**src/rtl/evtagg_pkg.sv**
```systemverilog
`timescale 1ns/1ps
package evtagg_pkg;
   localparam int EVT_N = 10;
   localparam int IRQ_N = 3;
   localparam int REG_W = 32;

   // position of the sticky status flag of event e
   function automatic int stat_bit(input int e);
      return (e < 2) ? e : e + 14;
   endfunction

   // position of the enable flag of event e
   function automatic int en_bit(input int e);
      return (e < 2) ? e + 8 : e + 22;
   endfunction

   // interrupt line of event e: 0 error, 1 transfer end, 2 half transfer
   function automatic int grp_of(input int e);
      if (e == 1) return 0;
      if (e == 0 || (e % 2) == 0) return 1;
      return 2;
   endfunction

   function automatic logic [EVT_N-1:0] grp_mask(input int g);
      logic [EVT_N-1:0] m;
      m = '0;
      for (int e = 0; e < EVT_N; e++)
         if (grp_of(e) == g) m[e] = 1'b1;
      return m;
   endfunction

   function automatic logic [REG_W-1:0] used_mask();
      logic [REG_W-1:0] m;
      m = '0;
      for (int e = 0; e < EVT_N; e++) begin
         m[stat_bit(e)] = 1'b1;
         m[en_bit(e)]   = 1'b1;
      end
      return m;
   endfunction
endpackage

```
**src/rtl/evt_flag_bank.sv**
```systemverilog
`timescale 1ns/1ps
module evt_flag_bank #(
   parameter int EVT_N = evtagg_pkg::EVT_N
) (
   input  logic             clk,
   input  logic             rst_n,
   input  logic [EVT_N-1:0] evt_i,
   input  logic [EVT_N-1:0] clr_i,
   input  logic             en_we_i,
   input  logic [EVT_N-1:0] en_d_i,
   output logic [EVT_N-1:0] stat_o,
   output logic [EVT_N-1:0] en_o
);
   for (genvar i = 0; i < EVT_N; i++) begin : g_flag
      // an event beats a same-cycle acknowledge
      always_ff @(posedge clk or negedge rst_n) begin
         if (!rst_n)          stat_o[i] <= 1'b0;
         else if (evt_i[i])   stat_o[i] <= 1'b1;
         else if (clr_i[i])   stat_o[i] <= 1'b0;
      end

      always_ff @(posedge clk or negedge rst_n) begin
         if (!rst_n)       en_o[i] <= 1'b0;
         else if (en_we_i) en_o[i] <= en_d_i[i];
      end
   end
endmodule

```
**src/rtl/evt_irq_merge.sv**
```systemverilog
`timescale 1ns/1ps
module evt_irq_merge #(
   parameter int EVT_N   = evtagg_pkg::EVT_N,
   parameter int IRQ_N   = evtagg_pkg::IRQ_N,
   parameter bit IRQ_REG = 1'b1
) (
   input  logic             clk,
   input  logic             rst_n,
   input  logic [EVT_N-1:0] stat_i,
   input  logic [EVT_N-1:0] en_i,
   output logic [IRQ_N-1:0] irq_o
);
   import evtagg_pkg::*;

   logic [EVT_N-1:0] live;
   assign live = stat_i & en_i;

   for (genvar g = 0; g < IRQ_N; g++) begin : g_line
      logic hit;
      assign hit = |(live & grp_mask(g));

      if (IRQ_REG) begin : g_reg
         always_ff @(posedge clk or negedge rst_n) begin
            if (!rst_n) irq_o[g] <= 1'b0;
            else        irq_o[g] <= hit;
         end
      end else begin : g_comb
         assign irq_o[g] = hit;
      end
   end
endmodule

```
**src/rtl/evt_irq_agg.sv**
```systemverilog
`timescale 1ns/1ps
module evt_irq_agg #(
   parameter int REG_W   = evtagg_pkg::REG_W,
   parameter int EVT_N   = evtagg_pkg::EVT_N,
   parameter int IRQ_N   = evtagg_pkg::IRQ_N,
   parameter bit IRQ_REG = 1'b1
) (
   input  logic             clk,
   input  logic             rst_n,
   input  logic [EVT_N-1:0] evt_pulse_i,
   input  logic             reg_wr_i,
   input  logic [REG_W-1:0] reg_wdata_i,
   input  logic             reg_rd_i,
   output logic [REG_W-1:0] reg_rdata_o,
   output logic [IRQ_N-1:0] irq_o
);
   import evtagg_pkg::*;

   // the bit layout is fixed; these checks stop a mismatched build
   if (REG_W != evtagg_pkg::REG_W) begin : g_bad_w
      $error("evt_irq_agg: REG_W must be %0d", evtagg_pkg::REG_W);
   end
   if (EVT_N != evtagg_pkg::EVT_N) begin : g_bad_e
      $error("evt_irq_agg: EVT_N must be %0d", evtagg_pkg::EVT_N);
   end
   if (IRQ_N != evtagg_pkg::IRQ_N) begin : g_bad_i
      $error("evt_irq_agg: IRQ_N must be %0d", evtagg_pkg::IRQ_N);
   end

   logic [EVT_N-1:0] clr_w, en_d_w, stat_w, en_w;
   logic [REG_W-1:0] word_w;

   // unpack the written word into per-event controls
   for (genvar i = 0; i < EVT_N; i++) begin : g_unpack
      assign clr_w[i]  = reg_wr_i & ~reg_wdata_i[stat_bit(i)];
      assign en_d_w[i] = reg_wdata_i[en_bit(i)];
   end

   evt_flag_bank #(.EVT_N(EVT_N)) u_bank (
      .clk     (clk),
      .rst_n   (rst_n),
      .evt_i   (evt_pulse_i),
      .clr_i   (clr_w),
      .en_we_i (reg_wr_i),
      .en_d_i  (en_d_w),
      .stat_o  (stat_w),
      .en_o    (en_w)
   );

   evt_irq_merge #(.EVT_N(EVT_N), .IRQ_N(IRQ_N), .IRQ_REG(IRQ_REG)) u_merge (
      .clk    (clk),
      .rst_n  (rst_n),
      .stat_i (stat_w),
      .en_i   (en_w),
      .irq_o  (irq_o)
   );

   // pack flags back into the word; unused bits stay zero
   always_comb begin
      word_w = '0;
      for (int i = 0; i < EVT_N; i++) begin
         word_w[stat_bit(i)] = stat_w[i];
         word_w[en_bit(i)]   = en_w[i];
      end
   end

   always_ff @(posedge clk or negedge rst_n) begin
      if (!rst_n)        reg_rdata_o <= '0;
      else if (reg_rd_i) reg_rdata_o <= word_w;
   end
endmodule

```
**config.mk**
```make
export PLATFORM = sky130hd
export DESIGN_NAME = evt_irq_agg
export DESIGN_NICKNAME = d
export VERILOG_FILES = /design/src/rtl/evtagg_pkg.sv /design/src/rtl/evt_flag_bank.sv /design/src/rtl/evt_irq_merge.sv /design/src/rtl/evt_irq_agg.sv
export SDC_FILE = /design/constraint.sdc
export NUM_CORES = 1
export LEC_CHECK = 0
export ABC_CLOCK_PERIOD_IN_PS = 1210
export BUFFER_PORTS_ARGS = -buffer_cell sky130_fd_sc_hd__clkbuf_2
export CAP_MARGIN = 25
export CORE_UTILIZATION = 47
export DETAILED_ROUTE_END_ITERATION = 16
export GPL_TIMING_DRIVEN = 0
export PLACE_DENSITY = 0.8
export SLEW_MARGIN = 20
export SYNTH_ARGS = -nofsm -noshare
export SYNTH_HDL_FRONTEND = slang
export SYNTH_HIERARCHICAL = 1
export SYNTH_SLANG_ARGS = --single-unit
```
**constraint.sdc**
```tcl
create_clock -name clk -period 1.21 [get_ports clk]
set_input_delay 0.242 -clock clk [delete_from_list [all_inputs] [get_ports clk]]
set_output_delay 0.242 -clock clk [all_outputs]
set_load 0.05 [all_outputs]
```
==> results.sh, run 1 <==
export IMPL_outcome="finished clean"
export IMPL_synth_avg_cell_area_um2=14.9
export IMPL_place_gp_congestion=0.698
export IMPL_grt_max_degree=44
export IMPL_reg2reg_setup_slack_ns=0.23
export IMPL_finalSetupTns_ns=0
export IMPL_ant_nets=0
export IMPL_pin_count=81
export IMPL_cts_clk_slew_worst_paths_ns=0.08
export IMPL_cts_tree="built"
export IMPL_syn_instance_count=126
export IMPL_core_area_um2=3740
export IMPL_p_per_area_nw_per_um2=1460
export IMPL_path_buf_inv=1
export IMPL_final_cell_mix="clkbuf_2, dfrtp_1, mux2_4, buf_4, conb_1"
export IMPL_clock_fmax_mhz=850
export IMPL_grt_antenna_before_repair=0
export IMPL_vias=1109
export IMPL_drtIter0Drc=82
export IMPL_cp_data_arrival_time_ns=0.93
export IMPL_ys_seq_area_share_pct=57.4
export IMPL_nNetsFinal=247
export IMPL_power_static_leakage_nw=1.22
export IMPL_die_w_um=65.2
export IMPL_root_buffer="clkbuf_8"
export IMPL_routed_wl_mm=3.21
export IMPL_netlist_area_um2=1880
export IMPL_htree_levels=2
export IMPL_post_drt_wl_per_cell_um=12.8
export IMPL_dp_hpwl_mm=2.33
export IMPL_start_util_pct=50.1
export IMPL_vdd_drop_max_mv=0.792
export IMPL_end_kind="output port"
export IMPL_cts_num_sinks=43
export IMPL_drc=0
export IMPL_worstPathRequired_ns=0.97
export IMPL_ys_seq_elements=43
export IMPL_max_cap_viol_count=0
export IMPL_fin_hold_ws_ns=0.134
export IMPL_synth_warnings=6
export IMPL_place_port_buffers=55
export IMPL_slowest_delay_ns=0.37
export IMPL_fin_crit_ns=1.18
export IMPL_critPathTopFamily="flip-flops"
export IMPL_clock_tree_buffer_depth=2
export IMPL_hold_viol=0
export IMPL_multi_input_area_um2=679
export IMPL_fin_skew_ns=0.00636
export IMPL_cp_start_kind="register"
export IMPL_synth_distinct_cells=12
export IMPL_area_growth_pct=26.4
export IMPL_layout_commonest_cell="clkbuf_2"
export IMPL_chipHeight_um=65.2
export IMPL_regArea_um2=1080
export IMPL_worstSetupPathType="register to output port"
export IMPL_worst_hold_path_type="primary input to register"
export IMPL_die_area_um2=4250
export IMPL_min_period_over_period_pct=97.2
export IMPL_worstPathCellList="clkbuf_2"
export IMPL_grtUsageTotal_pct=16.9
export IMPL_synth_top_area_cell="dfrtp_1"
export IMPL_critPathMaxFanout=2
export IMPL_insertion_delay_ns=0.28
export IMPL_critPathSlowestCell="dfrtp_1"
export IMPL_numCtsBuffers=5
export IMPL_nFillCells=322
export IMPL_gr_total_overflow=0
export IMPL_synth_area_leaders="dfrtp_1, mux2_4, buf_4, a21o_1, nor2b_1"
export IMPL_grt_setup_unrepaired="no"
export IMPL_grt_pass1_vias=1184
export IMPL_cts_setup_buffers=0
export IMPL_dr_pass1_iters=4
export IMPL_diodes=0
export IMPL_via_per_inst=4.44
export IMPL_report_power_total_mw=3.46
export IMPL_grt_pass1_wl_mm=5.29
export IMPL_std_cell_rows=22
export IMPL_setup_viol=0
export IMPL_slew_viol_final=0
export IMPL_final_layout_size_suffix_gt1_share_pct=53.0
export IMPL_yosysTopAreaCellShare_pct=57.4
## per-stage QoR
stage	util, %	setup WS [ns]	area [µm²]	instances
6_report	63.3	0.0340	2370	250
5_1_grt	63.3	0.00102	2370	250
4_1_cts	62.3	0.0222	2330	248
3_5_place_dp	60.2	0.0467	2250	240
3_3_place_gp	60.2	0.0486	2250	240
2_1_floorplan	-	0.216	1920	137
## report_power, final
part / switching, mW / total (mW) / internal [mW] / leakage (nW)
logic: 0.589 / 0.937 / 0.348 / 0.714
registers: 0.0971 / 1.68 / 1.59 / 0.466
clock network: 0.431 / 0.835 / 0.405 / 0.0422
total: 1.12 / 3.46 / 2.34 / 1.22
## sequential cells by signal (all words and copies together), names as in the netlist
signal	count
u_merge/irq_o	3
u_bank/stat_o	10
u_bank/en_o	10
reg_rdata_o	20
## Yosys cell counts
cell type  number
a222oi_1        1
conb_1          1
mux2_4         30
buf_4          12
nand2_1         2
and2_1          1
nor2b_1        10
dfrtp_1        43
inv_1          10
buf_6           3
a22oi_1         3
a21o_1         10
## routing by layer
layer / vias to the layer above / global-route usage [%] / wire length, µm
met5: - / 0 / 0
met2: 36 / 28.2 / 1570
met4: 0 / 6.52 / 34
met1: 522 / 21.7 / 1460
li1: 549 / - / -
met3: 2 / 3.13 / 140
## worst paths after layout
check                      depth (start not counted)                    startpoint                      endpoint
min in group asynchronous                          2                         rst_n    u_merge/irq_o[1]$_DFF_PN0_
min reg2reg                                        1   reg_rdata_o[30]$_DFFE_PN0P_   reg_rdata_o[30]$_DFFE_PN0P_
max                                                1   reg_rdata_o[22]$_DFFE_PN0P_               reg_rdata_o[22]
max in group asynchronous                          3                         rst_n  u_bank/stat_o[7]$_DFFE_PN0P_
max reg2reg                                        2  u_bank/stat_o[0]$_DFFE_PN0P_    u_merge/irq_o[1]$_DFF_PN0_
min                                                2                evt_pulse_i[2]  u_bank/stat_o[2]$_DFFE_PN0P_
## logic make-up (layout without fill, tap and decap cells)
kind of cell	after synthesis	in the layout	synth area share (%)
buffers and inverters	25	90	8.61
other	1	12	0.200
muxes	30	30	24.0
AOI/OAI and AO/OA	14	14	5.74
DFF	43	43	57.4
and+or+nand+nor	13	13	4.07
## area by class of cell
type,count,area share (%)
tap,48,2.53
clock buffer,7,3.22
timing repair buffer,57,13.2
clock inverter,1,0.211
multi-input combinational,69,28.7
sequential,43,45.4
inverter,10,1.58
buffer,15,5.22
## what timing repair did
item                       4_1_cts  5_1_grt
hold buffers                     0        1
resized for setup                0        2
setup endpoints to repair        0        2
hold endpoints to repair         0       20
No activity file was read; power rests on OpenSTA's default activity.
==> run 2, diff against run 1 <==
--- a/config.mk
+++ b/config.mk
@@ -11,7 +11,7 @@
 export CORE_UTILIZATION = 47
 export DETAILED_ROUTE_END_ITERATION = 16
 export GPL_TIMING_DRIVEN = 0
-export PLACE_DENSITY = 0.8
+export PLACE_DENSITY = 0.78
 export SLEW_MARGIN = 20
 export SYNTH_ARGS = -nofsm -noshare
 export SYNTH_HDL_FRONTEND = slang
==> results.sh, run 2 (synthesis results as in run 1) <==
export IMPL_place_area_um2=2250
export IMPL_path_buf_inv=1
export IMPL_power_static_leakage_nw=1.22
export IMPL_slew_viol_final=0
export IMPL_nNetsFinal=247
export IMPL_via_per_inst=4.54
export IMPL_cp_start_kind="register"
export IMPL_worst_r2r_cell_count=2
export IMPL_min_period_over_period_pct=97.1
export IMPL_grtUsageTotal_pct=17.7
export IMPL_grt_max_degree=44
export IMPL_nFillCells=297
export IMPL_worstPathRequired_ns=0.97
export IMPL_clock_tree_buffer_depth=2
export IMPL_htree_levels=2
export IMPL_die_area_um2=4250
export IMPL_regArea_um2=1080
export IMPL_chipHeight_um=65.2
export IMPL_fin_skew_ns=0.00345
export IMPL_clock_fmax_mhz=851
export IMPL_setup_viol=0
export IMPL_finalSetupTns_ns=0
export IMPL_vdd_drop_max_mv=0.885
export IMPL_place_port_buffers=55
export IMPL_outcome="finished clean"
export IMPL_numCtsBuffers=5
export IMPL_ant_nets=0
export IMPL_worstSetupPathType="register to output port"
export IMPL_critPathTopFamily="flip-flops"
export IMPL_drc=0
export IMPL_routed_wl_mm=3.26
export IMPL_grt_pass1_wl_mm=5.44
export IMPL_cts_clk_slew_worst_paths_ns=0.08
export IMPL_end_kind="output port"
export IMPL_diodes=0
export IMPL_hold_viol=0
export IMPL_critPathMaxFanout=2
export IMPL_top_regs="reg_rdata_o: 20 flops, u_bank/en_o: 10 flops, u_bank/stat_o: 10 flops"
export IMPL_pwr_share_clk_pct=24.9
export IMPL_post_drt_wl_per_cell_um=13.0
export IMPL_worst_path_stages=1
export IMPL_grt_setup_unrepaired="no"
export IMPL_cp_data_arrival_time_ns=0.93
export IMPL_p_per_area_nw_per_um2=1470
export IMPL_dp_hpwl_mm=2.38
export IMPL_place_gp_congestion=0.724
export IMPL_largest_reg_flops=20
export IMPL_fin_crit_ns=1.18
export IMPL_grt_antenna_before_repair=0
export IMPL_worst_hold_path_type="primary input to register"
export IMPL_core_area_um2=3740
export IMPL_final_layout_size_suffix_gt1_share_pct=53.0
export IMPL_vias=1136
export IMPL_holdPathStages=2
export IMPL_layout_commonest_cell="dfrtp_1"
export IMPL_seqPwrFrac_pct=48.2
export IMPL_insertion_delay_ns=0.29
export IMPL_intPower_mw=2.35
export IMPL_std_cell_rows=22
export IMPL_stdcell_area_um2=2380
export IMPL_max_cap_viol_count=0
export IMPL_switching_share_pct=32.9
export IMPL_multi_input_area_um2=679
export IMPL_final_cell_mix="dfrtp_1, clkbuf_2, mux2_4, buf_4, conb_1"
export IMPL_cts_tree="built"
export IMPL_slowest_delay_ns=0.36
export IMPL_start_util_pct=50.1
export IMPL_power_frac_comb_pct=27.0
export IMPL_critPathSlowestCell="dfrtp_1"
export IMPL_root_buffer="clkbuf_8"
export IMPL_gr_total_overflow=0
export IMPL_regMostFlops="reg_rdata_o"
export IMPL_area_growth_pct=26.7
export IMPL_grt_pass1_vias=1126
export IMPL_cts_num_sinks=43
export IMPL_p_sw_mw=1.15
export IMPL_pin_count=81
export IMPL_dr_pass1_iters=4
export IMPL_worstPathCellList="clkbuf_2"
export IMPL_die_w_um=65.2
export IMPL_drtIter0Drc=37
-- run 2: changes by cell type in the layout (fill, tap and decap cells not counted) --
cell      delta
buf_12       +1
buf_16       -1
buf_2        +8
clkbuf_2    -13
clkbuf_4     +5
-- run 2: layer usage --
layer / vias to the layer above / part of all wire [%] / track usage (%) / wire [µm]
met5: - / 0 / 0 / 0
met4: 0 / 1.3 / 5.71 / 43
met3: 5 / 6.2 / 6.25 / 202
met2: 39 / 49 / 27.3 / 1600
met1: 550 / 43 / 23.3 / 1410
li1: 542 / - / - / -
-- run 2: power groups by stage --
stage	combinational [mW]	sequential [mW]	clock, mW
floorplan	0.380	2.02	0
global placement	0.916	1.71	0
detailed placement	0.929	1.71	0
CTS	0.929	1.69	0.888
global route	0.995	1.71	0.967
finish	0.943	1.68	0.869
-- run 2: final cells by class --
type                       instances  area share (%)
buffer                            15            5.21
tap                               48            2.53
timing repair buffer              57            13.4
multi-input combinational         69            28.6
clock inverter                     1           0.211
clock buffer                       7            3.21
inverter                          10            1.58
sequential                        43            45.3
-- run 2: final timing paths --
check / to / slack [ns] / start
hold reg to reg: reg_rdata_o[25]$_DFFE_PN0P_ / 0.51 / reg_rdata_o[25]$_DFFE_PN0P_
setup reg to reg: u_merge/irq_o[1]$_DFF_PN0_ / 0.17 / u_bank/stat_o[0]$_DFFE_PN0P_
setup / recovery: reg_rdata_o[30] / 0.03 / reg_rdata_o[30]$_DFFE_PN0P_
max in group asynchronous: reg_rdata_o[23]$_DFFE_PN0P_ / 0.41 / rst_n
hold / removal: u_bank/stat_o[2]$_DFFE_PN0P_ / 0.12 / evt_pulse_i[2]
min in group asynchronous: u_bank/stat_o[8]$_DFFE_PN0P_ / 0.35 / rst_n
-- run 2: repair_timing --
item | 4_1_cts | 5_1_grt
buffers inserted | 0 | 0
hold buffers | 0 | 1
hold endpoints to repair | 0 | 10
resized for setup | 0 | 20
endpoints found under the setup margin | 0 | 15
-- run 2: stage by stage --
step                utilization (%)  power, mW  std cells  worst slack [ns]  hold WS, ns
finish                         63.5       3.50        250            0.0349        0.121
global route                   63.5       3.67        250          0.000482        0.116
CTS                            62.3       3.51        248         0.0000793        0.114
detailed placement             60.2       2.64        240            0.0542        0.424
global placement               60.2       2.63        240            0.0666        0.423
floorplan                         -       2.41        137             0.216      -0.0536
==> run 3, diff against run 2 <==
--- a/config.mk
+++ b/config.mk
@@ -8,10 +8,11 @@
 export ABC_CLOCK_PERIOD_IN_PS = 1210
 export BUFFER_PORTS_ARGS = -buffer_cell sky130_fd_sc_hd__clkbuf_2
 export CAP_MARGIN = 25
+export CORE_MARGIN = 2
 export CORE_UTILIZATION = 47
 export DETAILED_ROUTE_END_ITERATION = 16
 export GPL_TIMING_DRIVEN = 0
-export PLACE_DENSITY = 0.78
+export PLACE_DENSITY = 0.88
 export SLEW_MARGIN = 20
 export SYNTH_ARGS = -nofsm -noshare
 export SYNTH_HDL_FRONTEND = slang
==> results.sh, run 3 (synthesis results as in run 1) <==
export IMPL_largest_reg_flops=20
export IMPL_worstSetupPathType="register to output port"
export IMPL_dp_slack_ns=0.0519
export IMPL_grt_setup_unrepaired="no"
export IMPL_fin_crit_ns=1.18
export IMPL_grt_pass1_vias=1179
export IMPL_diodes=0
export IMPL_vias=1171
export IMPL_root_buffer="clkbuf_8"
export IMPL_gr_total_overflow=0
export IMPL_pin_count=81
export IMPL_dr_pass1_iters=4
export IMPL_final_layout_size_suffix_gt1_share_pct=53.5
export IMPL_setup_viol=0
export IMPL_setup_ws_ns=0.0254
export IMPL_grt_pass1_wl_mm=5.85
export IMPL_layout_commonest_cell="dfrtp_1"
export IMPL_cts_clk_slew_worst_paths_ns=0.08
export IMPL_layout_cells_non_filler=250
export IMPL_cts_num_sinks=43
export IMPL_post_place_cells=240
export IMPL_top_usage_layer="met2"
export IMPL_finalSetupTns_ns=0
export IMPL_path_buf_inv=1
export IMPL_grt_antenna_before_repair=0
export IMPL_vdd_drop_max_mv=0.823
export IMPL_area_growth_pct=27.4
export IMPL_final_cell_mix="dfrtp_1, clkbuf_2, mux2_4, buf_4, conb_1"
export IMPL_cp_data_arrival_time_ns=0.94
export IMPL_drc=0
export IMPL_htree_levels=2
export IMPL_place_port_buffers=55
export IMPL_grtUsageTotal_pct=18.5
export IMPL_critPathSlowestCell="dfrtp_1"
export IMPL_top_regs="reg_rdata_o: 20 flops, u_bank/en_o: 10 flops, u_bank/stat_o: 10 flops"
export IMPL_max_cap_viol_count=0
export IMPL_clock_fmax_mhz=844
export IMPL_place_gp_congestion=0.744
export IMPL_use_met1_pct=20.9
export IMPL_die_w_um=67.2
export IMPL_critPathTopFamily="flip-flops"
export IMPL_via_per_inst=4.68
export IMPL_die_area_um2=4510
export IMPL_routed_wl_mm=3.72
export IMPL_dp_hpwl_mm=2.66
export IMPL_hold_viol=0
export IMPL_numCtsBuffers=5
export IMPL_min_period_over_period_pct=97.9
export IMPL_cts_setup_buffers=0
export IMPL_insertion_delay_ns=0.30
export IMPL_grt_util_met2_pct=31.7
export IMPL_start_util_pct=50.1
export IMPL_worstPathRequired_ns=0.97
export IMPL_fin_skew_ns=0.00499
export IMPL_slew_viol_final=0
export IMPL_critPathMaxFanout=2
export IMPL_ant_nets=0
export IMPL_p_per_area_nw_per_um2=1520
export IMPL_worstPathCellList="clkbuf_2"
export IMPL_cp_start_kind="register"
export IMPL_outcome="finished clean"
export IMPL_end_kind="output port"
export IMPL_drtIter0Drc=69
export IMPL_power_static_leakage_nw=1.23
export IMPL_worst_hold_path_type="primary input to register"
export IMPL_cts_tree="built"
export IMPL_clock_tree_buffer_depth=2
export IMPL_grt_max_degree=44
export IMPL_slowest_delay_ns=0.37
export IMPL_grtUsageMet3_pct=4.17
export IMPL_nNetsFinal=247
export IMPL_core_area_um2=3740
export IMPL_std_cell_rows=22
export IMPL_post_drt_wl_per_cell_um=14.9
export IMPL_chipHeight_um=67.2
export IMPL_regMostFlops="reg_rdata_o"
## run 3: cell types whose count changed in the layout (fill, tap and decap cells not counted), sizes merged
cell and change:
clkinv -1, clkbuf +1
## run 3: layout make-up
cell class                 instances  area [µm²]
multi-input combinational         69         679
clock buffer                       8         100
inverter                          10        37.5
timing repair buffer              57         313
fill                             292        1350
buffer                            15         124
sequential                        43        1080
tap                               48        60.1
## run 3: repair_timing
action	in CTS	in global routing
setup endpoints to repair	2	11
gates resized for setup	2	12
hold buffers	0	1
endpoints found under the hold margin	0	11
## run 3: power breakdown
group	internal, mW	switching, mW	total (mW)	leakage, nW
Combinational	0.353	0.599	0.952	0.710
Sequential	1.59	0.100	1.69	0.466
Clock	0.521	0.467	0.988	0.0515
## run 3: layer usage
| metal | vias to the layer above | share of wire (%) |
|---|---|---|
| met5 | - | 0 |
| met4 | 0 | 3.0 |
| met3 | 9 | 6.2 |
| met2 | 46 | 50 |
| met1 | 572 | 40 |
| li1 | 544 | - |
## run 3: metrics by stage
stage                     area [µm²]  utilization, %  hold WS (ns)  power (mW)
final                           2390            63.8         0.116        3.63
after global routing            2390            63.8         0.116        3.78
after global placement          2250            60.2         0.422        2.63
after floorplan                 1920               -       -0.0536        2.41
after CTS                       2360            63.0         0.109        3.66
after detailed placement        2250            60.2         0.425        2.65
## run 3: path summary, 6_finish.rpt
| path | startpoint | end | slack, ns | cells past startpoint |
|---|---|---|---|---|
| worst min register to register | reg_rdata_o[27]$_DFFE_PN0P_ | reg_rdata_o[27]$_DFFE_PN0P_ | 0.51 | 1 |
| min in group asynchronous | rst_n | u_bank/stat_o[8]$_DFFE_PN0P_ | 0.35 | 2 |
| worst max register to register | u_bank/stat_o[0]$_DFFE_PN0P_ | u_merge/irq_o[1]$_DFF_PN0_ | 0.15 | 2 |
| worst min-delay path | evt_pulse_i[3] | u_bank/stat_o[3]$_DFFE_PN0P_ | 0.12 | 2 |
| worst max-delay path | reg_rdata_o[20]$_DFFE_PN0P_ | reg_rdata_o[20] | 0.03 | 1 |
| max in group asynchronous | rst_n | u_bank/en_o[6]$_DFFE_PN0P_ | 0.41 | 3 |
